### config.mk
export PLATFORM = sky130hd
export DESIGN_NAME = disp_enable_seq
export DESIGN_NICKNAME = d
export VERILOG_FILES = /design/src/rtl/dseq_pkg.sv /design/src/rtl/dseq_tick_timer.sv /design/src/rtl/dseq_wr_port.sv /design/src/rtl/dseq_ctrl.sv /design/src/rtl/disp_enable_seq.sv
export SDC_FILE = /design/constraint.sdc
export NUM_CORES = 1
export LEC_CHECK = 0
export ABC_AREA = 1
export CAP_MARGIN = 5
export CORE_MARGIN = 2
export CORE_UTILIZATION = 35
export CTS_CLUSTER_DIAMETER = 150
export DETAILED_ROUTE_END_ITERATION = 8
export PLACE_DENSITY_LB_ADDON = 0.1
export SLEW_MARGIN = 20
export SYNTH_ARGS = -nofsm -noshare
export SYNTH_HDL_FRONTEND = slang
export SYNTH_SLANG_ARGS = --single-unit
### constraint.sdc
create_clock -name clk -period 1.9 [get_ports clk]
set_input_delay 0.38 -clock clk [delete_from_list [all_inputs] [get_ports clk]]
set_output_delay 0.38 -clock clk [all_outputs]
set_load 0.03 [all_outputs]
### src/rtl/dseq_pkg.sv
package dseq_pkg;

    typedef enum logic [2:0] {
        ST_IDLE,
        ST_POWER,
        ST_STEP,
        ST_ACK,
        ST_HOLD
    } seq_state_e;

    typedef enum logic [1:0] {
        MODE_UP,
        MODE_DOWN,
        MODE_REFRESH
    } seq_mode_e;

    typedef enum logic [1:0] {
        OP_WRITE,
        OP_WAIT,
        OP_END
    } op_kind_e;

    typedef struct packed {
        op_kind_e    kind;
        logic [15:0] value;
    } seq_op_t;

    localparam int unsigned STEP_W = 3;

    // Normal (non-reversed) display contributes this bit to the staged words
    localparam logic [15:0] INV_NORMAL_BIT = 16'h0004;

    localparam logic [15:0] CV_BLANK    = 16'h0001;
    localparam logic [15:0] CV_GATE     = 16'h0021;
    localparam logic [15:0] CV_GATE_DRV = 16'h0023;
    localparam logic [15:0] CV_FULL     = 16'h0033;
    localparam logic [15:0] CV_SHUT1    = 16'h0032;
    localparam logic [15:0] CV_SHUT2    = 16'h0022;
    localparam logic [15:0] CV_OFF      = 16'h0000;

    function automatic logic [15:0] inv_term(input logic reversed);
        return reversed ? 16'h0000 : INV_NORMAL_BIT;
    endfunction

    function automatic seq_op_t op_wr(input logic [15:0] v);
        seq_op_t o;
        o.kind  = OP_WRITE;
        o.value = v;
        return o;
    endfunction

    function automatic seq_op_t op_kind(input op_kind_e k);
        seq_op_t o;
        o.kind  = k;
        o.value = 16'h0000;
        return o;
    endfunction

    // Staged program: each mode is a short list of writes and waits
    function automatic seq_op_t program_op(input seq_mode_e mode,
                                           input logic [STEP_W-1:0] step,
                                           input logic reversed);
        seq_op_t     o;
        logic [15:0] t;
        t = inv_term(reversed);
        o = op_kind(OP_END);
        case (mode)
            MODE_UP: begin
                case (step)
                    3'd0:    o = op_wr(CV_BLANK);
                    3'd1:    o = op_kind(OP_WAIT);
                    3'd2:    o = op_wr(CV_GATE | t);
                    3'd3:    o = op_wr(CV_GATE_DRV | t);
                    3'd4:    o = op_kind(OP_WAIT);
                    3'd5:    o = op_wr(CV_FULL | t);
                    default: o = op_kind(OP_END);
                endcase
            end
            MODE_DOWN: begin
                case (step)
                    3'd0:    o = op_wr(CV_SHUT1 | t);
                    3'd1:    o = op_kind(OP_WAIT);
                    3'd2:    o = op_wr(CV_SHUT2 | t);
                    3'd3:    o = op_kind(OP_WAIT);
                    3'd4:    o = op_wr(CV_OFF);
                    default: o = op_kind(OP_END);
                endcase
            end
            MODE_REFRESH: begin
                if (step == 3'd0) o = op_wr(CV_FULL | t);
                else              o = op_kind(OP_END);
            end
            default: o = op_kind(OP_END);
        endcase
        return o;
    endfunction

endpackage

### src/rtl/dseq_tick_timer.sv
module dseq_tick_timer #(
    parameter int unsigned WAIT_TICKS = 40
) (
    input  logic clk,
    input  logic rst_n,
    input  logic start,
    input  logic tick,
    output logic done
);
    localparam int unsigned CW = $clog2(WAIT_TICKS + 1);
    localparam logic [CW-1:0] LOAD_VAL = CW'(WAIT_TICKS);

    typedef struct packed {
        logic [CW-1:0] cnt;
    } tmr_t;

    tmr_t tmr_d, tmr_q;

    always_comb begin
        tmr_d = tmr_q;
        if (start) begin
            tmr_d.cnt = LOAD_VAL;
        end else if (tick && tmr_q.cnt != '0) begin
            tmr_d.cnt = tmr_q.cnt - 1'b1;
        end
    end

    assign done = !start && tick && (tmr_q.cnt == CW'(1));

    always_ff @(posedge clk or negedge rst_n) begin
        if (!rst_n) tmr_q <= '0;
        else        tmr_q <= tmr_d;
    end

    AST_TIMER_BOUND: assert property (@(posedge clk) disable iff (!rst_n)
        tmr_q.cnt <= LOAD_VAL);
    AST_TIMER_DONE_ONCE: assert property (@(posedge clk) disable iff (!rst_n)
        done |=> !done);

endmodule

### src/rtl/dseq_wr_port.sv
module dseq_wr_port #(
    parameter int unsigned IDX_W     = 8,
    parameter int unsigned REG_INDEX = 7
) (
    input  logic             clk,
    input  logic             rst_n,
    input  logic             load,
    input  logic [15:0]      load_value,
    input  logic             wr_ack,
    output logic             wr_valid,
    output logic [IDX_W-1:0] wr_index,
    output logic [15:0]      wr_value,
    output logic             accepted
);
    typedef struct packed {
        logic        valid;
        logic [15:0] value;
    } port_t;

    port_t port_d, port_q;

    assign accepted = port_q.valid && wr_ack;

    always_comb begin
        port_d = port_q;
        if (accepted) port_d.valid = 1'b0;
        if (load) begin
            port_d.valid = 1'b1;
            port_d.value = load_value;
        end
    end

    always_ff @(posedge clk or negedge rst_n) begin
        if (!rst_n) port_q <= '0;
        else        port_q <= port_d;
    end

    assign wr_valid = port_q.valid;
    assign wr_value = port_q.value;
    assign wr_index = IDX_W'(REG_INDEX);

    AST_WR_HOLD: assert property (@(posedge clk) disable iff (!rst_n)
        (wr_valid && !wr_ack) |=> (wr_valid && $stable(wr_value)));
    AST_LOAD_FREE: assert property (@(posedge clk) disable iff (!rst_n)
        load |-> !wr_valid);

endmodule

### src/rtl/dseq_ctrl.sv
module dseq_ctrl
    import dseq_pkg::*;
(
    input  logic        clk,
    input  logic        rst_n,
    input  logic        en_req,
    input  logic        dis_req,
    input  logic        reversed,
    input  logic        pwr_ok,
    input  logic        wr_accepted,
    input  logic        wait_done,
    output logic        load,
    output logic [15:0] load_value,
    output logic        wait_start,
    output logic        pwr_req,
    output logic        disp_on
);
    typedef struct packed {
        seq_state_e        state;
        seq_mode_e         mode;
        logic [STEP_W-1:0] step;
        logic              en_pend;
        logic              dis_pend;
        logic              shown_rev;
        logic              on;
    } ctrl_t;

    ctrl_t   ctl_d, ctl_q;
    seq_op_t cur_op;

    assign cur_op = program_op(ctl_q.mode, ctl_q.step, reversed);

    always_comb begin
        ctl_d      = ctl_q;
        load       = 1'b0;
        load_value = 16'h0000;
        wait_start = 1'b0;

        if (en_req)  ctl_d.en_pend  = 1'b1;
        if (dis_req) ctl_d.dis_pend = 1'b1;

        case (ctl_q.state)
            ST_IDLE: begin
                if (ctl_q.on) begin
                    // Enable while on is redundant
                    ctl_d.en_pend = 1'b0;
                    if (ctl_q.dis_pend) begin
                        ctl_d.dis_pend = 1'b0;
                        ctl_d.on       = 1'b0;
                        ctl_d.mode     = MODE_DOWN;
                        ctl_d.step     = '0;
                        ctl_d.state    = ST_STEP;
                    end else if (reversed != ctl_q.shown_rev) begin
                        ctl_d.mode  = MODE_REFRESH;
                        ctl_d.step  = '0;
                        ctl_d.state = ST_STEP;
                    end
                end else begin
                    // Disable while off is redundant
                    ctl_d.dis_pend = 1'b0;
                    if (ctl_q.en_pend) begin
                        ctl_d.en_pend = 1'b0;
                        ctl_d.mode    = MODE_UP;
                        ctl_d.step    = '0;
                        ctl_d.state   = pwr_ok ? ST_STEP : ST_POWER;
                    end
                end
            end
            ST_POWER: begin
                if (pwr_ok) ctl_d.state = ST_STEP;
            end
            ST_STEP: begin
                case (cur_op.kind)
                    OP_WRITE: begin
                        load            = 1'b1;
                        load_value      = cur_op.value;
                        ctl_d.shown_rev = reversed;
                        ctl_d.state     = ST_ACK;
                    end
                    OP_WAIT: begin
                        wait_start  = 1'b1;
                        ctl_d.state = ST_HOLD;
                    end
                    default: begin
                        if (ctl_q.mode == MODE_UP) ctl_d.on = 1'b1;
                        ctl_d.state = ST_IDLE;
                    end
                endcase
            end
            ST_ACK: begin
                if (wr_accepted) begin
                    ctl_d.step  = ctl_q.step + 1'b1;
                    ctl_d.state = ST_STEP;
                end
            end
            ST_HOLD: begin
                if (wait_done) begin
                    ctl_d.step  = ctl_q.step + 1'b1;
                    ctl_d.state = ST_STEP;
                end
            end
            default: ctl_d.state = ST_IDLE;
        endcase
    end

    always_ff @(posedge clk or negedge rst_n) begin
        if (!rst_n) ctl_q <= '0;
        else        ctl_q <= ctl_d;
    end

    assign pwr_req = (ctl_q.state == ST_POWER);
    assign disp_on = ctl_q.on;

    AST_PWR_ONLY_OFF: assert property (@(posedge clk) disable iff (!rst_n)
        pwr_req |-> !disp_on);
    AST_STEP_BOUND: assert property (@(posedge clk) disable iff (!rst_n)
        ctl_q.step <= 3'd6);
    AST_ACK_WAITS_PORT: assert property (@(posedge clk) disable iff (!rst_n)
        (ctl_q.state == ST_ACK && !wr_accepted) |=> ctl_q.state == ST_ACK);

endmodule

### src/rtl/disp_enable_seq.sv
module disp_enable_seq
    import dseq_pkg::*;
#(
    parameter int unsigned WAIT_TICKS = 40,
    parameter int unsigned IDX_W      = 8,
    parameter int unsigned REG_INDEX  = 7
) (
    input  logic             clk,
    input  logic             rst_n,
    input  logic             en_req,
    input  logic             dis_req,
    input  logic             invert,
    input  logic             pwr_ok,
    input  logic             ms_tick,
    input  logic             wr_ack,
    output logic             wr_valid,
    output logic [IDX_W-1:0] wr_index,
    output logic [15:0]      wr_value,
    output logic             pwr_req,
    output logic             disp_on
);
    logic        load;
    logic [15:0] load_value;
    logic        accepted;
    logic        wait_start;
    logic        wait_done;

    dseq_ctrl u_ctrl (
        .clk         (clk),
        .rst_n       (rst_n),
        .en_req      (en_req),
        .dis_req     (dis_req),
        .reversed    (invert),
        .pwr_ok      (pwr_ok),
        .wr_accepted (accepted),
        .wait_done   (wait_done),
        .load        (load),
        .load_value  (load_value),
        .wait_start  (wait_start),
        .pwr_req     (pwr_req),
        .disp_on     (disp_on)
    );

    dseq_tick_timer #(
        .WAIT_TICKS (WAIT_TICKS)
    ) u_timer (
        .clk   (clk),
        .rst_n (rst_n),
        .start (wait_start),
        .tick  (ms_tick),
        .done  (wait_done)
    );

    dseq_wr_port #(
        .IDX_W     (IDX_W),
        .REG_INDEX (REG_INDEX)
    ) u_port (
        .clk        (clk),
        .rst_n      (rst_n),
        .load       (load),
        .load_value (load_value),
        .wr_ack     (wr_ack),
        .wr_valid   (wr_valid),
        .wr_index   (wr_index),
        .wr_value   (wr_value),
        .accepted   (accepted)
    );

    AST_ON_AFTER_FULL: assert property (@(posedge clk) disable iff (!rst_n)
        $rose(disp_on) |-> (!wr_valid && ((wr_value & ~INV_NORMAL_BIT) == CV_FULL)));
    AST_OFF_BEFORE_WRITE: assert property (@(posedge clk) disable iff (!rst_n)
        $fell(disp_on) |-> !wr_valid);
    AST_NO_WRITE_UNPOWERED: assert property (@(posedge clk) disable iff (!rst_n)
        pwr_req |-> !wr_valid);

endmodule

==> metrics.txt <==
# TYPE chip_impl_metric gauge
chip_impl_info{name="r2r-end",value="u_port.wr_value[5]"} 1
chip_impl_metric{name="route.detailed.wl_per_inst",unit="um"} 10.0
chip_impl_metric{name="worst_skew_pair.late_latency",unit="ns"} 0.26
chip_impl_metric{name="fp.coreArea",unit="mm2"} 0.00466
chip_impl_metric{name="final_setup_vio_count",unit=""} 0
chip_impl_metric{name="synthesis.area",unit="mm2"} 0.00167
chip_impl_info{name="final_cell_mix",value="61 x sky130_fd_sc_hd__nand2_1, 32 x sky130_fd_sc_hd__inv_1, 24 x sky130_fd_sc_hd__dfrtp_1, 19 x sky130_fd_sc_hd__conb_1, 18 x sky130_fd_sc_hd__nor2_1"} 1
chip_impl_metric{name="synth.yosys.seq_area_share",unit="%"} 35.9
chip_impl_info{name="crit_start_category",value="register"} 1
chip_impl_info{name="synth_top_cells_by_area",value="sky130_fd_sc_hd__dfrtp_1 36%, sky130_fd_sc_hd__nand2_1 14%, sky130_fd_sc_hd__buf_4 8.5%, sky130_fd_sc_hd__inv_1 7.4%, sky130_fd_sc_hd__ha_1 6.0%"} 1
chip_impl_metric{name="drt_drc_violations_left",unit=""} 0
chip_impl_metric{name="internal_power",unit="mW"} 1.68
chip_impl_metric{name="timing.final.crit_share",unit="%"} 93.8
chip_impl_info{name="run_status",value="finished clean"} 1
chip_impl_metric{name="pd_cells",unit="mW/mm2"} 1700
chip_impl_info{name="synth_top_cell_by_area",value="sky130_fd_sc_hd__dfrtp_1"} 1
chip_impl_metric{name="die_x",unit="um"} 73.2
chip_impl_metric{name="drt_first_pass_iters",unit=""} 4
chip_impl_metric{name="area_growth",unit="%"} 14.7
chip_impl_metric{name="cts_inserted_buffers",unit=""} 3
chip_impl_metric{name="clock_tree.htree_level_count",unit=""} 1
chip_impl_metric{name="total_leakage_power",unit="nW"} 1.03
chip_impl_metric{name="num-nets-final",unit=""} 270
chip_impl_metric{name="synthesis.area_per_instance",unit="um2"} 7.31
chip_impl_metric{name="finClkSkew",unit="ns"} 0.00402
chip_impl_info{name="critical_path.cell_chain",value="inv_1 > nor2_1 > nand2_1 > inv_1 > clkdlybuf4s15_1"} 1
chip_impl_metric{name="die-area",unit="mm2"} 0.00535
chip_impl_metric{name="syn_inst",unit=""} 229
chip_impl_metric{name="effective_utilization_at_floorplan",unit="%"} 35.9
chip_impl_metric{name="max-cap-violations",unit=""} 0
chip_impl_metric{name="power.switching_fraction",unit="%"} 48.7
chip_impl_metric{name="cts_buffer_depth",unit=""} 2
chip_impl_metric{name="reg2reg_setup_slack",unit="ns"} 0.18
chip_impl_metric{name="cts_hold_repair.buffers",unit=""} 0
chip_impl_metric{name="clock.fmax",unit="GHz"} 0.561
chip_impl_metric{name="finalCriticalPeriod",unit="ns"} 1.78
chip_impl_metric{name="report.final.hold_viol_count",unit=""} 0
chip_impl_info{name="setup.worst_path.class",value="register to output port"} 1
chip_impl_metric{name="post-layout-total-power",unit="mW"} 3.27
chip_impl_metric{name="postSynthRegisterBits",unit=""} 24
chip_impl_metric{name="global_route.overflow_total",unit=""} 0
chip_impl_metric{name="slowest_delay",unit="ns"} 0.38
chip_impl_info{name="worst_setup_path_end_kind",value="output port"} 1
chip_impl_metric{name="die_y",unit="um"} 73.2
chip_impl_metric{name="synth.top_cell.area_share",unit="%"} 35.9
chip_impl_metric{name="power_frac_seq",unit="%"} 28.1
chip_impl_metric{name="postRouteAntennaNets",unit=""} 0
chip_impl_info{name="clock_tree.root_cell",value="sky130_fd_sc_hd__clkbuf_8"} 1
chip_impl_metric{name="clkSlewWorstSetupHoldPaths",unit="ns"} 0.09
chip_impl_metric{name="count_of_buffers_inserted_at_the_top_level_ports",unit=""} 15
chip_impl_metric{name="first_global_vias",unit=""} 1201
chip_impl_metric{name="drive_gt1_share",unit="%"} 12.3
chip_impl_metric{name="detailed_place_hpwl",unit="um"} 2390
chip_impl_info{name="commonest_non_fill_non_tap_cell_in_the_layout",value="sky130_fd_sc_hd__nand2_1"} 1
chip_impl_metric{name="detailedRoute.firstIterationViolations",unit=""} 46
chip_impl_metric{name="depth_of_the_most_critical_reg_to_reg_path",unit=""} 9
chip_impl_metric{name="combPwrFrac",unit="%"} 61.2
chip_impl_metric{name="antenna_violations_before_repair",unit=""} 0
chip_impl_metric{name="drv_slew",unit=""} 0
chip_impl_metric{name="total_switching_power",unit="mW"} 1.59
chip_impl_metric{name="antenna_cells",unit=""} 0
chip_impl_metric{name="fillers",unit=""} 500
chip_impl_metric{name="hold-worst-slack",unit="ns"} 0.464
chip_impl_metric{name="distinct_cells_synth",unit=""} 29
chip_impl_metric{name="arrival_time_of_the_worst_setup_path",unit="ns"} 1.40
chip_impl_info{name="cts_tree",value="yes"} 1
chip_impl_metric{name="fp-row-count",unit=""} 25
chip_impl_info{name="worstHoldPathType",value="input pin to asynchronous set/reset pin"} 1
chip_impl_metric{name="global_placement_routability_congestion",unit=""} 0.728
chip_impl_metric{name="power.ir.vdd_worst",unit="mV"} 0.733
chip_impl_metric{name="critPathMaxFanout",unit=""} 3
chip_impl_metric{name="cts_num_sinks",unit=""} 24
chip_impl_metric{name="grt_first_pass_wirelength",unit="um"} 5380
chip_impl_info{name="r2r-start",value="u_ctrl.ctl_q[5]"} 1
chip_impl_metric{name="grt_start_max_net_pins",unit=""} 25
chip_impl_metric{name="vias_per_cell",unit=""} 4.30
chip_impl_info{name="crit_path_top_delay_cell",value="sky130_fd_sc_hd__clkdlybuf4s15_1"} 1
chip_impl_metric{name="total_wirelength",unit="um"} 3070
chip_impl_info{name="critical_path.most_common_cell",value="sky130_fd_sc_hd__inv_1"} 1
chip_impl_metric{name="worst-endpoint-required",unit="ns"} 1.52
chip_impl_metric{name="vias",unit=""} 1319
chip_impl_metric{name="grtUsageTotal",unit="%"} 12.8
chip_impl_metric{name="power_share_of_the_clock_group",unit="%"} 10.7
chip_impl_metric{name="synth.yosys.warnings",unit=""} 0
chip_impl_metric{name="design.portCount",unit=""} 35
==> metrics by stage <==
step | cell area (um2) | setup slack (ns) | util, % | cells | setup TNS, ns
after floorplan | 1740 | 0.251 | - | 246 | 0
after global placement | 1850 | 0.105 | 39.7 | 301 | 0
after detailed placement | 1850 | 0.0662 | 39.7 | 301 | 0
after CTS | 1900 | 0.0953 | 40.9 | 305 | 0
after global routing | 1920 | -0.00321 | 41.2 | 307 | -0.00321
final | 1920 | 0.118 | 41.2 | 307 | 0
==> cell usage after synthesis (all sizes together) <==
cell type,number
buf,19
o31ai,1
o211ai,1
nor3,2
nand2,69
xor2,1
ha,8
dfrtp,24
o21ai,15
nand3b,2
nand3,15
nand4,1
inv,35
conb,2
a21oi,8
nor2,23
clkinv,1
o21a,2
==> worst max path at each step <==
stage	start	endpoint	slack [ns]	depth (start not counted)
after detailed placement	invert	u_ctrl.ctl_q[5]	0.07	9
after floorplan	u_ctrl.ctl_q[4]	u_port.wr_value[0]	0.25	9
after global routing	u_ctrl.ctl_q[5]	u_port.wr_value[5]	-0.003	9
after global placement	invert	u_ctrl.ctl_q[4]	0.11	9
after CTS	u_ctrl.ctl_q[9]	pwr_req	0.1	5
final	u_ctrl.ctl_q[9]	pwr_req	0.12	5
==> repair_timing <==
item | CTS | global route
pin swaps | 0 | 1
endpoints found under the setup margin | 1 | 2
gates resized for setup | 1 | 2
endpoints found under the hold margin | 0 | 0
buffers inserted | 0 | 2
==> layout make-up <==
class / count / area (um2) / share of cell area [%]
multi-input cells: 167 / 857 / 44.6
flip-flops and latches: 24 / 601 / 31.3
repair buffers: 22 / 203 / 10.6
inverters: 36 / 138 / 7.17
well taps: 54 / 67.6 / 3.52
clock buffers: 4 / 55.1 / 2.87
==> power groups by stage <==
stage          clock [mW]  sequential [mW]  combinational [mW]
2_1_floorplan           0             1.04                1.37
3_3_place_gp            0            0.930                2.00
3_5_place_dp            0            0.927                1.99
4_1_cts             0.370            0.920                1.99
5_1_grt             0.385            0.950                2.30
6_report            0.350            0.919                2.00
==> per-layer routing <==
metal	GRT usage [%]	up-vias	part of all wire [%]
met5	0	-	0
met4	4.32	0	0.85
met3	2.07	2	4.0
met2	19.4	30	43
met1	18.6	563	52
li1	-	724	-
==> cell families (layout without fill, tap and decap cells) <==
kind of cell / Yosys count / in the layout / synth area share, %
AO/OA/AOI/OAI: 27 / 27 / 8.67
flip-flops: 24 / 24 / 35.9
AND/OR/NAND/NOR: 112 / 112 / 31.8
other: 2 / 19 / 0.449
XOR/XNOR: 1 / 1 / 0.523
buffers and inverters: 55 / 62 / 16.7
adder cells (fa/ha/maj): 8 / 8 / 5.98
==> sequential cells by signal, summed over array words and instances, names as in the netlist <==
register,count
u_port.wr_valid,1
u_port.wr_value,5
u_ctrl.disp_on,1
u_timer.tmr_q,6
u_ctrl.ctl_q,11
==> worst max-delay path: cells and delay by family, from the launching register on <==
family / cells / cell delay (ns)
simple gates: 2 / 0.27
buf+inv: 3 / 0.53
flops: 1 / 0.35
Note: power is estimated with default switching activity, not from simulation.
